<file path="src/rtl/lpi_tx_pkg.sv">
package lpi_tx_pkg;
  typedef enum logic [2:0] {
    ST_ACTIVE  = 3'd0,
    ST_SLEEP   = 3'd1,
    ST_QUIET   = 3'd2,
    ST_REFRESH = 3'd3,
    ST_WAKE    = 3'd4
  } lpi_state_t;

  typedef enum logic [1:0] {
    SEL_DATA   = 2'b00,
    SEL_IDLE   = 2'b01,
    SEL_SLEEP  = 2'b10,
    SEL_SILENT = 2'b11
  } code_sel_t;
endpackage

</file>
<file path="src/rtl/lpi_tx_opdec.sv">
module lpi_tx_opdec (
  input  logic       tx_en,
  input  logic       tx_er,
  input  logic [3:0] txd,
  output logic       lpi_req,
  output logic       data_req
);
  localparam logic [3:0] LPI_NIBBLE = 4'b0001;

  always_comb begin
    data_req = tx_en;
    lpi_req  = !tx_en && tx_er && (txd == LPI_NIBBLE);
  end
endmodule

</file>
<file path="src/rtl/lpi_tx_timer.sv">
module lpi_tx_timer #(
  parameter int CW = 20
) (
  input  logic          clk,
  input  logic          rst_n,
  input  logic          run,
  input  logic          clear,
  input  logic [CW-1:0] limit,
  output logic          done
);
  logic [CW-1:0] cnt_q, cnt_d;
  logic          cnt_en;

  always_comb begin
    cnt_en = run || clear;
    cnt_d  = clear ? '0 : cnt_q + 1'b1;
    done   = run && (cnt_q == limit - 1'b1);
  end

  always_ff @(posedge clk or negedge rst_n) begin
    if (!rst_n)      cnt_q <= '0;
    else if (cnt_en) cnt_q <= cnt_d;
  end

  // a phase never runs past its programmed length
  assert_cnt_in_window_R5: assert property (@(posedge clk) disable iff (!rst_n)
    (run && !clear) |-> (cnt_q < limit));
endmodule

</file>
<file path="src/rtl/lpi_tx_seq.sv">
module lpi_tx_seq #(
  parameter int SLEEP_CYC   = 5250,
  parameter int QUIET_CYC   = 550000,
  parameter int REFRESH_CYC = 5250,
  parameter int WAKE_CYC    = 825
) (
  input  logic       clk,
  input  logic       rst_n,
  input  logic       link_ok,
  input  logic       tx_en,
  input  logic       tx_er,
  input  logic [3:0] txd,
  output logic [1:0] sel,
  output logic       lp_mode
);
  import lpi_tx_pkg::*;

  localparam int MAX_A  = (SLEEP_CYC > REFRESH_CYC) ? SLEEP_CYC : REFRESH_CYC;
  localparam int MAX_B  = (QUIET_CYC > WAKE_CYC) ? QUIET_CYC : WAKE_CYC;
  localparam int MAX_CY = (MAX_A > MAX_B) ? MAX_A : MAX_B;
  localparam int CW     = $clog2(MAX_CY + 1);

  // reset synchronizer: asynchronous assert, synchronous release
  logic [1:0] rst_pipe;
  logic       srst_n;
  always_ff @(posedge clk or negedge rst_n) begin
    if (!rst_n) rst_pipe <= 2'b00;
    else        rst_pipe <= {rst_pipe[0], 1'b1};
  end
  assign srst_n = rst_pipe[1];

  logic lpi_req, data_req;
  lpi_tx_opdec u_dec (
    .tx_en(tx_en), .tx_er(tx_er), .txd(txd),
    .lpi_req(lpi_req), .data_req(data_req)
  );

  lpi_state_t    state_q, state_d;
  logic [CW-1:0] limit;
  logic          phase_done, tmr_run, tmr_clear;

  always_comb begin
    case (state_q)
      ST_SLEEP:   limit = CW'(SLEEP_CYC);
      ST_QUIET:   limit = CW'(QUIET_CYC);
      ST_REFRESH: limit = CW'(REFRESH_CYC);
      ST_WAKE:    limit = CW'(WAKE_CYC);
      default:    limit = CW'(1);
    endcase
  end

  lpi_tx_timer #(.CW(CW)) u_tmr (
    .clk(clk), .rst_n(srst_n), .run(tmr_run), .clear(tmr_clear),
    .limit(limit), .done(phase_done)
  );

  // next-state logic
  always_comb begin
    state_d = state_q;
    if (!link_ok) begin
      state_d = ST_ACTIVE;
    end else begin
      case (state_q)
        ST_ACTIVE:  if (lpi_req) state_d = ST_SLEEP;
        ST_SLEEP:   if (!lpi_req) state_d = ST_WAKE;
                    else if (phase_done) state_d = ST_QUIET;
        ST_QUIET:   if (!lpi_req) state_d = ST_WAKE;
                    else if (phase_done) state_d = ST_REFRESH;
        ST_REFRESH: if (!lpi_req) state_d = ST_WAKE;
                    else if (phase_done) state_d = ST_QUIET;
        ST_WAKE:    if (phase_done) state_d = ST_ACTIVE;
        default:    state_d = ST_ACTIVE;
      endcase
    end
    tmr_clear = (state_d != state_q) || (state_q == ST_ACTIVE);
    tmr_run   = (state_q != ST_ACTIVE);
  end

  always_ff @(posedge clk or negedge srst_n) begin
    if (!srst_n) state_q <= ST_ACTIVE;
    else         state_q <= state_d;
  end

  // output selection
  always_comb begin
    case (state_q)
      ST_SLEEP, ST_REFRESH: sel = SEL_SLEEP;
      ST_QUIET:             sel = SEL_SILENT;
      ST_WAKE:              sel = SEL_IDLE;
      default:              sel = data_req ? SEL_DATA : SEL_IDLE;
    endcase
    lp_mode = (state_q == ST_SLEEP) || (state_q == ST_QUIET) ||
              (state_q == ST_REFRESH);
  end

  // link loss forces the active state
  assert_link_loss_active_R7: assert property (@(posedge clk) disable iff (!srst_n)
    !link_ok |=> (state_q == ST_ACTIVE));

  // dropping the request in a low-power phase starts wake
  assert_drop_to_wake_R6: assert property (@(posedge clk) disable iff (!srst_n)
    (lp_mode && link_ok && !lpi_req) |=> (state_q == ST_WAKE));

  // quiet is reached only through sleep or refresh
  assert_quiet_entry_R4: assert property (@(posedge clk) disable iff (!srst_n)
    (state_q == ST_ACTIVE || state_q == ST_WAKE) |=> (state_q != ST_QUIET));

  // wake is not cut short by a new request
  assert_wake_holds_R8: assert property (@(posedge clk) disable iff (!srst_n)
    (state_q == ST_WAKE && link_ok && !phase_done) |=> (state_q == ST_WAKE));

  // wake completes into the active state
  assert_wake_exit_R6: assert property (@(posedge clk) disable iff (!srst_n)
    (state_q == ST_WAKE && link_ok && phase_done) |=> (state_q == ST_ACTIVE));
endmodule

</file>
<file path="config.mk">
export PLATFORM = sky130hd
export DESIGN_NAME = lpi_tx_seq
export DESIGN_NICKNAME = d
export VERILOG_FILES = /design/src/rtl/lpi_tx_pkg.sv /design/src/rtl/lpi_tx_opdec.sv /design/src/rtl/lpi_tx_timer.sv /design/src/rtl/lpi_tx_seq.sv
export SDC_FILE = /design/constraint.sdc
export NUM_CORES = 1
export LEC_CHECK = 0
export BUFFER_PORTS_ARGS = -buffer_cell sky130_fd_sc_hd__clkbuf_2
export CAP_MARGIN = 20
export CORE_MARGIN = 5
export CORE_UTILIZATION = 55
export CTS_CLUSTER_DIAMETER = 200
export DETAILED_ROUTE_END_ITERATION = 12
export PLACE_DENSITY = 0.76
export RECOVER_POWER = 50
export SLEW_MARGIN = 30
export SYNTH_ARGS = -nofsm -noshare
export SYNTH_HDL_FRONTEND = slang
export SYNTH_HIERARCHICAL = 1
export SYNTH_SLANG_ARGS = --single-unit
</file>
<file path="constraint.sdc">
create_clock -name clk -period 1.05 [get_ports clk]
set_clock_uncertainty 0.05 [all_clocks]
set_input_delay 0.21 -clock clk [delete_from_list [all_inputs] [get_ports clk]]
set_output_delay 0.21 -clock clk [all_outputs]
set_load 0.01 [all_outputs]
</file>
---- Yosys cells after proc, flatten, opt, wreduce, memory -nomap -nowiden ----
Index checks and enable logic that the tools add are counted.
storage, ports and cells
  bits in registers ....................... 25
  input bits .............................. 9
  output and inout bits ................... 3
cells by class
  $add $sub $neg .......................... 2
  equal/unequal tests ..................... 7
  muxes and demuxes ....................... 12
  reduce and logical (&&, ||, !) cells .... 11
operators with widths
  cell                   count
  $pmux 20 s3            1
  $mux 3                 7
  $add 20x1->20 const B  1
  $eq 20x20->1           1
  $mux 20                1
  $sub 20x1->20 const B  1
  $pmux 3 s4             1
  $eq 3x2->1 const B     2
  $pmux 2 s3             1
  $eq 4x1->1 const B     1
  $logic_or 1x1->1       4
  $eq 3x1->1 const B     1
  $eq 3x3->1 const B     1
  $logic_and 1x1->1      3
  $logic_not 3->1        1
  $ne 3x3->1             1
  $reduce_bool 3->1      1
  $reduce_or 2->1        1
  $logic_not 1->1        1
  $mux 1                 1

---- Logic depth before layout (Yosys ltp) ----
Gate-level depths: netlist (run 1).
  word-level depth ........................ 13
  gate-level depth with buffers ........... 19
  mapped depth without buffers ............ 18

---- Cells and area by module ----
Netlist (run 1), hierarchy kept.
by module, submodules not included
  module        times used  cells each  area each (sq um)  sequential area each (sq um)
  lpi_tx_timer  1           202         1,691.6            500.5
  lpi_tx_seq    1           34          320.3              125.1
  lpi_tx_opdec  1           3           30.0               0.0

---- Worst setup path after synthesis (run 1) ----
OpenSTA, ideal clock, no wires.
  path kind ............................... register to register
  from .................................... register state_q[0]
  to ...................................... register u_tmr.cnt_q[11]
  arrival ................................. 3.983 ns
  required time ........................... 0.868 ns
  setup slack ............................. -3.115 ns
  stages on the path, launching flop included .. 17
  period minus slack after synthesis ...... 4.165 ns
  cells stage by stage .................... dfrtp_1 > buf_6 > nand2b_1 > nor2_1 > xnor2_1 > or4b_1 > a211o_1 > a22oi_2 > nand4_1 > a2111oi_1 > nor2b_1 > o21ai_2 > o2111ai_1 > nor2_1 > nand4_1 > xor2_1 > nor2_1
between the ends
  word-level cells in the longest chain between the ends .. 13
  elaborated cells between the ends (all ways) .. 23
RTL lines
  item                                         line                                                  text
  from (decl)                                  lpi_tx_seq.sv:38                                      lpi_state_t state_q, state_d;
  from (signal assigned)                       lpi_tx_seq.sv:81                                      else state_q <= state_d;
  $eq 3x1->1 or $eq 3x2->1 (tied branches)     lpi_tx_seq.sv:43                                      case (state_q)
  $reduce_or 2->1 (no line)                    n/a
  $pmux 20 s3 (*)                              lpi_tx_seq.sv:43
  via limit[13]                                lpi_tx_seq.sv:39                                      logic [CW-1:0] limit;
  $sub 20x1->20 (*)                            lpi_tx_timer.sv:17                                    done = run && (cnt_q == limit - 1'b1);
  $eq 20x20->1 (*)                             lpi_tx_timer.sv:17
  $logic_and 1x1->1 (*)                        lpi_tx_timer.sv:17
  via phase_done                               lpi_tx_seq.sv:40                                      logic phase_done, tmr_run, tmr_clear;
  $mux 3, on equally long branches             lpi_tx_seq.sv:66, lpi_tx_seq.sv:70, lpi_tx_seq.sv:68
  $mux 3, on equally long branches             lpi_tx_seq.sv:65, lpi_tx_seq.sv:67
  $pmux 3 s4 (*)                               lpi_tx_seq.sv:63                                      case (state_q)
  $mux 3 (*)                                   lpi_tx_seq.sv:60                                      if (!link_ok) begin
  $ne 3x3->1 (*)                               lpi_tx_seq.sv:75                                      tmr_clear = (state_d != state_q) || (state_q == ST_ACTIVE);
  $logic_or 1x1->1 (*)                         lpi_tx_seq.sv:75
  via tmr_clear                                lpi_tx_seq.sv:40
  $mux 20 or $logic_or 1x1->1 (tied branches)  lpi_tx_timer.sv:16, lpi_tx_timer.sv:15
  to (signal assigned)                         lpi_tx_timer.sv:22                                    else if (cnt_en) cnt_q <= cnt_d;
  to (decl)                                    lpi_tx_timer.sv:11                                    logic [CW-1:0] cnt_q, cnt_d;
Mark *: on every way through the listed nets, which the timed path passes. The rest lies on a longest branch.
A chain may end at the register's enable or synchronous reset.

---- Worst setup path in the final report (run 1) ----
  from .................................... register state_q[0]
  to ...................................... register u_tmr.cnt_q[16]
Same word-level chain as after synthesis.

==> results.json, run 1 <==
{
  "synth_area_um2": 2040,
  "clock_power_share_pct": 34.0,
  "finalSetupViolations": 26,
  "yosysTopAreaCell": "dfrtp_1",
  "ant_nets": 0,
  "fin_ws_ps": -2660,
  "layout.cells.non_filler": 395,
  "die_area_um2": 5030,
  "placed_cells": 371,
  "post-synth-top-count-cell": "nor2_1",
  "min_path_type": "in2async",
  "comb_power_share_pct": 12.5,
  "maxSlewViolCount": 0,
  "path_clk_slew_ps": 100,
  "cts-root-buf": "clkbuf_8",
  "grt.overflow.total": 0,
  "power_frac_seq_pct": 53.5,
  "yosysSeqAreaShare_pct": 30.6,
  "required_ps": 1200,
  "io_pins": 12,
  "gp_congestion": 0.896,
  "vias_per_cell": 5.71,
  "grt_pass1_wl_mm": 10.8,
  "crit_path_end_kind": "flip-flop",
  "synth_common_cells": "39 x nor2_1, 25 x dfrtp_1, 25 x xor2_1",
  "wl_per_cell_um": 18.8,
  "wirelength_mm": 7.41,
  "tightest_slew_ps": 612,
  "drc_errors": 0,
  "p_int_uw": 1340,
  "power_density_nw_per_um2": 574,
  "setup.worst_path.class": "reg2reg",
  "critPathTopFamily": "simple AND/OR/NAND/NOR gates",
  "drt_iter0_drc": 161,
  "rows": 22,
  "clk-insertion-delay-late_ps": 290,
  "cts_inserted_buffers": 3,
  "firstDrtPassIters": 4,
  "grt_usage_pct": 27.2,
  "slew_headroom_pct": 59.2,
  "routed.top_layer": "met4",
  "via_count": 2256,
  "worstSetupStartpointType": "flip-flop",
  "netlist.area_leader.share_pct": 30.6,
  "die_x_um": 70.9,
  "hold_viol_final": 0,
  "hpwl_mm": 4.16,
  "drv_cap": 0,
  "status": "finished, violations left",
  "cts_buffer_depth": 2,
  "layout.nets": 359,
  "coreArea_um2": 3630,
  "wl_met3_um": 338,
  "port-buffer-count": 11,
  "start_util_pct": 56.2,
  "yosysWarnings": 6,
  "wl_met1_mm": 2.92,
  "ys_seq_elements": 25,
  "cts_sinks": 25,
  "rsz0062_at_grt": "yes",
  "yosysUniqueCellTypes": 58,
  "wl_met2_mm": 3.82,
  "area_growth_pct": 54.2,
  "drive_gt1_share_pct": 42.4,
  "crit_fanout": 7,
  "grt_max_degree": 24,
  "antenna_found_initial": 0,
  "synth-edff-count": 0,
  "leakage_uw": 0.00137,
  "avgSynthCellArea_um2": 8.54,
  "grt_pass1_vias": 2357,
  "cts_tree": "done",
  "finalPower_uw": 1810,
  "synth_ff_type": "dfrtp_1",
  "fin_crit_sh_pct": 353,
  "violations": "setup timing",
  "async_flop_share_pct": 100,
  "timing.fmax_mhz": 270,
  "power_switching_uw": 468,
  "critical_path.max_stage_delay_ps": 470,
  "ir_worst_vdd_mv": 0.996,
  "die_h_um": 70.9,
  "path_cells": "and2b_4 -> buf_4 -> nor2_1 -> or4b_1 -> a211o_1 -> a22oi_2 -> nand4_1 -> a2111oi_4 -> nor2b_1 -> o21ai_2 -> o2111ai_4 -> nor2_4 -> nand4_1 -> xor2_1 -> nor2_1",
  "crit_arrival_ps": 3860,
  "cp_num_buf_inv": 1,
  "netlist_instances": 239,
  "fillers": 197,
  "power_switching_share_pct": 25.9,
  "n_antenna_cell": 0,
  "post-route-min-period_ps": 3710,
  "synth_area_leaders": "dfrtp_1 31%, xor2_1 11%, xnor2_1 7.7%",
  "h-tree-depth": 1,
  "crit_path_top_delay_cell": "dfrtp_2"
}
-- layer usage --
layer	vias to the layer above	global-route usage, %
li1	1044	-
met1	1092	30.9
met2	86	49.0
met3	34	3.41
met4	0	14.4
met5	-	0
-- power groups by stage --
stage | clock network [uW] | registers, uW | logic (uW)
after floorplan | 0 | 999 | 109
after global placement | 0 | 987 | 188
after detailed placement | 0 | 987 | 193
after CTS | 595 | 968 | 209
after global routing | 664 | 969 | 245
final | 615 | 968 | 226
-- repair_timing --
item / in CTS / in global routing
hold buffers: 1 / 0
pin swaps: 20 / 21
gates resized for setup: 32 / 17
endpoints found under the hold margin: 2 / 0
gates cloned: 3 / 0
setup buffers: 15 / 5
setup endpoints to repair: 26 / 26
-- placed cells by master (no fill, tap or decap), drive strengths merged, types with 4 or more instances in the layout --
cell type | synthesis | final
nor4 | 6 | 6
xor2 | 25 | 25
nor3 | 7 | 7
nor2 | 40 | 40
clkbuf | 9 | 14
xnor2 | 18 | 18
dfrtp | 25 | 25
nand4 | 11 | 11
and3 | 4 | 4
nand2 | 15 | 15
buf | 4 | 88
nand3 | 11 | 11
conb | 2 | 20
inv | 5 | 5
-- stage by stage --
step           setup TNS [ps]  utilization, %  setup WS, ps  instance area, um2  hold WS (ps)
3_5_place_dp           -53340            75.7         -2550                2750         -54.0
3_3_place_gp           -51390            75.7         -2440                2750         -55.9
6_report               -57210            86.7         -2660                3150           174
5_1_grt                -60770            86.7         -2870                3150           192
2_1_floorplan          -50980               -         -2460                2200          -136
4_1_cts                -51720            84.5         -2360                3070           187
-- path summary, 6_finish.rpt --
path                                        end  slack (ps)  cells past startpoint         from
worst max-delay path            u_tmr/cnt_q[16]       -2660                     15   state_q[0]
worst min-delay path                rst_pipe[0]         170                      2        rst_n
worst max register to register  u_tmr/cnt_q[16]       -2660                     15   state_q[0]
worst min register to register   u_tmr/cnt_q[3]         290                      1  rst_pipe[1]
max in group asynchronous            state_q[0]         220                      1  rst_pipe[1]
min in group clk                     state_q[2]         240                      3      link_ok
-- cells by family after synthesis --
logic type | synth area share [%]
AND/OR/NAND/NOR | 31.8
adder cells (fa/ha/maj) | 1.23
flip-flops | 30.6
buffers and inverters | 4.41
XOR/XNOR | 18.4
multiplexers | 0.980
AO/OA/AOI/OAI | 12.1
other | 0.368
-- worst reg2reg max path: cells and delay by family, from the launching register on --
family / cells / cell delay (ps)
compound gates: 5 / 1060
xor+xnor: 1 / 190
buf+inv: 1 / 170
flops: 1 / 470
simple gates: 8 / 1710
-- cell type report --
type | count | area [um2] | area share (%)
clock buffers | 4 | 45.0 | 1.43
well taps | 48 | 60.1 | 1.91
repair buffers | 99 | 768 | 24.4
multi-input cells | 214 | 1630 | 51.7
inverters | 5 | 18.8 | 0.596
flip-flops and latches | 25 | 628 | 19.9
-- sequential cells by signal (all words and copies together), names as in the netlist --
register and count:
u_tmr/cnt_q 20, state_q 3, rst_pipe 2
Note: power is estimated with default switching activity, not from simulation.
==> inputs of run 2 (changes only) <==
- CORE_UTILIZATION: 55 -> 54
- PLACE_DENSITY: 0.76 -> 0.75
- REMOVE_ABC_BUFFERS: not set -> 1
- SYNTH_HIERARCHICAL: 1 -> not set
==> run 2 against run 1 <==
Effect of this change: total power is 16% lower; non-clock buffer count is 34 lower; combinational power is 58% lower; the run still ends with setup timing left; synthesized area is 17% lower.
==> results.json, run 2 <==
{
  "tightest_slew_ps": 611,
  "timing.fmax_mhz": 382,
  "crit_path_top_delay_cell": "or4b_4",
  "ant_nets": 0,
  "h-tree-depth": 1,
  "cts_inserted_buffers": 3,
  "synth-edff-count": 0,
  "die_h_um": 66.1,
  "power_density_nw_per_um2": 613,
  "cts_buffer_depth": 2,
  "grt_pass1_vias": 1753,
  "start_util_pct": 56.2,
  "synth_area_leaders": "dfrtp_1 37%, nor2_2 7.0%, xnor2_1 6.7%",
  "crit_arrival_ps": 2800,
  "final_cell_mix": "40 x buf_4, 24 x dfrtp_1, 13 x nor2_4, 12 x xnor2_1, 12 x nand2_1",
  "yosysTopAreaCell": "dfrtp_1",
  "fin_ws_ps": -1570,
  "die_x_um": 66.1,
  "violations": "setup timing",
  "largest_reg_flops": 20,
  "final_common_cell": "buf_4",
  "vias_per_cell": 5.88,
  "area_growth_pct": 46.2,
  "finalSetupViolations": 26,
  "cts-root-buf": "clkbuf_4",
  "cp_num_buf_inv": 4,
  "avgSynthCellArea_um2": 9.30,
  "port-buffer-count": 11,
  "path_cells": "buf_6 -> nand2b_4 -> ha_4 -> buf_6 -> or4b_4 -> a21o_1 -> o41ai_4 -> nand4b_1 -> o21ai_4 -> buf_12 -> buf_16 -> nor2_4",
  "status": "finished, violations left",
  "maxSlewViolCount": 0,
  "drive_gt1_share_pct": 45.9,
  "hold_viol_final": 0,
  "via_count": 1693,
  "cts_tree": "done",
  "synth_ff_type": "dfrtp_1",
  "required_ps": 1230,
  "layout.nets": 257,
  "rows": 20,
  "hpwl_mm": 3.33,
  "drc_errors": 0,
  "async_flop_share_pct": 100,
  "path_clk_slew_ps": 150,
  "fin_util_pct": 82.1,
  "gp_congestion": 0.881,
  "drt_iter0_drc": 143,
  "yosysWarnings": 0,
  "grt_max_degree": 24,
  "io_pins": 12,
  "critPathMostFrequentCell": "buf_6",
  "rsz0062_at_grt": "yes",
  "top_register": "u_tmr.cnt_q",
  "critical_path.max_stage_delay_ps": 460,
  "grt_pass1_wl_mm": 8.47,
  "crit_path_end_kind": "flip-flop",
  "critPathTopFamily": "simple AND/OR/NAND/NOR gates",
  "ir_worst_vdd_mv": 0.644,
  "die_area_um2": 4370,
  "yosysSeqAreaShare_pct": 36.8,
  "slew_headroom_pct": 59.2,
  "clk-insertion-delay-late_ps": 330,
  "min_path_type": "in2async",
  "worstSetupStartpointType": "flip-flop",
  "post-route-min-period_ps": 2620,
  "netlist.area_leader.share_pct": 36.8,
  "grt_usage_pct": 25.9,
  "wirelength_mm": 5.39,
  "antenna_found_initial": 0,
  "yosysUniqueCellTypes": 51,
  "ys_seq_elements": 25,
  "finalPower_uw": 1520,
  "netlist_instances": 183,
  "drv_cap": 0,
  "grt.overflow.total": 0,
  "firstDrtPassIters": 4,
  "leakage_uw": 0.00104,
  "reg_top3": "u_tmr.cnt_q (20), state_q (3), rst_pipe (2)",
  "cts_sinks": 25,
  "synth_area_um2": 1700,
  "fin_crit_sh_pct": 250,
  "crit_fanout": 7,
  "coreArea_um2": 3030,
  "wl_per_cell_um": 18.7,
  "setup.worst_path.class": "reg2reg",
  "n_antenna_cell": 0,
  "synth_common_cells": "25 x dfrtp_1, 19 x nor2_2, 13 x nand2_1, 13 x xnor2_1, 12 x nor2_1",
  "post-synth-top-count-cell": "dfrtp_1"
}
run 2: changes by cell type in the layout (fill, tap and decap cells not counted), moves of 5 or more:
cell     delta
buf_4      -39
xor2_1     -14
and3_1      +5
nor2_2      +6
nor2_1     -19
conb_1     -19
nand4_1     -9
xnor2_1     -5
run 2: cell families after synthesis:
| logic type | count (synthesis) | share of synthesized area (%) |
|---|---|---|
| and+or+nand+nor | 87 | 29.3 |
| xor gates and xnor gates | 24 | 12.4 |
| buffers and inverters | 12 | 4.19 |
| other | 1 | 0.220 |
| AOI/OAI and AO/OA | 30 | 14.4 |
| muxes | 1 | 0.588 |
| adders and majority gates | 3 | 2.21 |
| DFF | 25 | 36.8 |
run 2: cell type report:
type	count	area, um2
clock inverter	1	7.51
sequential	25	627
inverter	4	20.0
fill	182	541
tap	44	55.1
timing repair buffer	65	556
clock buffer	3	22.5
multi-input combinational	146	1200
run 2: power by group:
part / leakage [uW] / total, uW / switching (uW) / internal [uW]
combinational: 0.000688 / 95.9 / 54.3 / 41.5
clock: 0.0000139 / 458 / 313 / 146
sequential: 0.000343 / 970 / 2.03 / 967
run 2: worst paths after layout:
kind	startpoint	endpoint	slack [ps]	cells after the start
max	state_q[0]	u_tmr.cnt_q[12]	-1570	12
min reg2reg	rst_pipe[1]	u_tmr.cnt_q[7]	280	1
max in group asynchronous	rst_pipe[1]	state_q[2]	230	1
max reg2reg	state_q[0]	u_tmr.cnt_q[12]	-1570	12
min in group clk	link_ok	state_q[2]	130	3
min	rst_n	rst_pipe[0]	120	2
run 2: per-stage QoR:
stage / cells / setup slack (ps) / area [um2] / TNS [ps] / hold WS [ps]
2_1_floorplan: 175 / -2280 / 1650 / -51060 / -136
3_3_place_gp: 277 / -1460 / 2120 / -33610 / -54.4
3_5_place_dp: 277 / -1580 / 2120 / -36320 / -51.6
4_1_cts: 288 / -1550 / 2380 / -36680 / 93.7
5_1_grt: 288 / -1670 / 2490 / -39590 / 114
6_report: 288 / -1570 / 2490 / -36930 / 122
run 2: per-layer routing:
metal,global-route usage (%),vias up,routed length [um]
met3,3.23,29,275
met2,45.6,78,2840
met1,30.4,814,1990
li1,-,772,-
met5,0,-,0
met4,13.5,0,287
run 2: timing repair:
item | 4_1_cts | 5_1_grt
setup buffers | 5 | 2
endpoints found under the setup margin | 26 | 26
pin swaps | 14 | 15
gates resized for setup | 31 | 26
cloned | 1 | 0
hold buffers | 1 | 0
endpoints found under the hold margin | 2 | 0
==> inputs of run 3 (changes only) <==
- SETUP_SLACK_MARGIN: not set -> 0.3
==> run 3 against run 2 <==
Effect of this change: via count decreased by 0.47%; highest routed layer unchanged; setup slack lost 9.2 ps; critical endpoint unchanged; the run still ends with setup timing left; first-iteration DRC count is 15% higher; wire length hardly changed; fmax decreased by 0.35%; largest cell class unchanged; combinational power up 0.5%; sequential cell count did not move.
==> results.json, run 3 (synthesis results as in run 2) <==
{
  "power_frac_seq_pct": 63.9,
  "grt.overflow.total": 0,
  "coreArea_um2": 3030,
  "layout.cells.non_filler": 289,
  "cts_sinks": 25,
  "status": "finished, violations left",
  "p_int_uw": 1160,
  "drt_iter0_drc": 164,
  "ff2ff_setup_slack_ps": -1580,
  "multi_input_area_um2": 1200,
  "critPathMostFrequentCell": "buf_6",
  "h-tree-depth": 1,
  "grt_usage_pct": 25.9,
  "die_area_um2": 4370,
  "tightest_slew_ps": 612,
  "worstSetupStartpointType": "flip-flop",
  "cts_tree": "done",
  "required_ps": 1220,
  "die_x_um": 66.1,
  "final_common_cell": "buf_4",
  "fin_ws_ps": -1580,
  "drive_gt1_share_pct": 45.7,
  "cts_buffer_depth": 2,
  "timing.fmax_mhz": 380,
  "cts-root-buf": "clkbuf_4",
  "clock_power_share_pct": 29.8,
  "reg_top3": "u_tmr.cnt_q (20), state_q (3), rst_pipe (2)",
  "grt_pass1_vias": 1753,
  "critical_path.max_stage_delay_ps": 460,
  "crit_fanout": 7,
  "largest_reg_flops": 20,
  "path_cells": "buf_6 -> nand2b_4 -> ha_4 -> buf_6 -> or4b_4 -> a21o_1 -> o41ai_4 -> nand4b_1 -> o21ai_4 -> buf_12 -> buf_16 -> nor2_4",
  "n_antenna_cell": 0,
  "io_pins": 12,
  "crit_path_end_kind": "flip-flop",
  "drc_errors": 0,
  "wl_met3_um": 207,
  "grt_pass1_wl_mm": 8.47,
  "crit_arrival_ps": 2800,
  "wl_met2_mm": 2.83,
  "port-buffer-count": 11,
  "power_density_nw_per_um2": 607,
  "setup.worst_path.class": "reg2reg",
  "placed_cells": 277,
  "power_switching_share_pct": 23.9,
  "wl_per_cell_um": 18.6,
  "fin_crit_sh_pct": 250,
  "antenna_found_initial": 0,
  "clk-insertion-delay-late_ps": 320,
  "die_h_um": 66.1,
  "fillers": 175,
  "via_count": 1685,
  "holdWs_ps": 126,
  "finalSetupViolations": 26,
  "ir_worst_vdd_mv": 0.646,
  "power_switching_uw": 363,
  "gp_congestion": 0.881,
  "min_path_type": "in2async",
  "violations": "setup timing",
  "layout.nets": 258,
  "top_register": "u_tmr.cnt_q",
  "hold_viol_final": 0,
  "hpwl_mm": 3.33,
  "comb_power_share_pct": 6.4,
  "firstDrtPassIters": 4,
  "leakage_uw": 0.00105,
  "finalPower_uw": 1520,
  "start_util_pct": 56.2,
  "rows": 20,
  "maxSlewViolCount": 0,
  "drv_cap": 0,
  "area_growth_pct": 46.9,
  "critPathTopFamily": "simple AND/OR/NAND/NOR gates",
  "final_cell_mix": "40 x buf_4, 24 x dfrtp_1, 13 x nor2_4, 12 x xnor2_1, 12 x nand2_1",
  "path_clk_slew_ps": 150,
  "rsz0062_at_grt": "yes",
  "tns_ps": -37570,
  "wirelength_mm": 5.39,
  "cts_inserted_buffers": 3,
  "post-route-min-period_ps": 2630,
  "slew_headroom_pct": 59.1,
  "wl_met1_mm": 2.08,
  "cp_num_buf_inv": 4,
  "crit_path_top_delay_cell": "or4b_4",
  "routed.top_layer": "met4",
  "ant_nets": 0,
  "seqCellArea_um2": 627,
  "vias_per_cell": 5.83,
  "grt_max_degree": 24
}
==> run 3: final timing paths <==
kind | startpoint | to | cells after the start
min in group clk | link_ok | state_q[2] | 3
worst min-delay path | rst_n | rst_pipe[0] | 2
worst max register to register | state_q[0] | u_tmr.cnt_q[12] | 12
worst min register to register | rst_pipe[1] | u_tmr.cnt_q[7] | 1
max in group asynchronous | rst_pipe[1] | state_q[2] | 1
worst max-delay path | state_q[0] | u_tmr.cnt_q[12] | 12
==> run 3: final cells by class <==
class | count | area share [%]
Clock inverter | 1 | 0.300
Tap cell | 44 | 2.20
Inverter | 4 | 0.801
Clock buffer | 3 | 0.901
Sequential cell | 25 | 25.1
Multi-Input combinational cell | 146 | 47.9
Timing Repair Buffer | 66 | 22.8
==> run 3: metrics by stage <==
| stage | utilization [%] | worst slack [ps] | instance area, um2 |
|---|---|---|---|
| 3_3_place_gp | 70.0 | -1460 | 2120 |
| 5_1_grt | 82.6 | -1680 | 2500 |
| 3_5_place_dp | 70.0 | -1580 | 2120 |
| 6_report | 82.6 | -1580 | 2500 |
| 2_1_floorplan | - | -2280 | 1650 |
| 4_1_cts | 78.6 | -1550 | 2380 |
==> run 3: what timing repair did <==
action                                  CTS  global route
endpoints found under the hold margin     2             0
setup buffers                             5             1
resized for setup                        31            23
pin swaps                                14            15
cloned                                    1             0
hold buffers                              1             0
endpoints found under the setup margin   26            26
==> run 3: power groups by stage <==
| stage | Combinational [uW] | Sequential (uW) | Clock, uW |
|---|---|---|---|
| after floorplan | 20.6 | 1000 | 0 |
| after global placement | 72.0 | 987 | 0 |
| after detailed placement | 75.3 | 987 | 0 |
| after CTS | 89.6 | 969 | 473 |
| after global routing | 106 | 971 | 506 |
| final | 96.4 | 970 | 452 |
==> run 3: per-layer routing <==
layer	vias to the layer above	track usage (%)
met5	-	0
met4	0	13.5
met3	22	3.23
met2	56	45.6
met1	831	30.4
li1	776	-
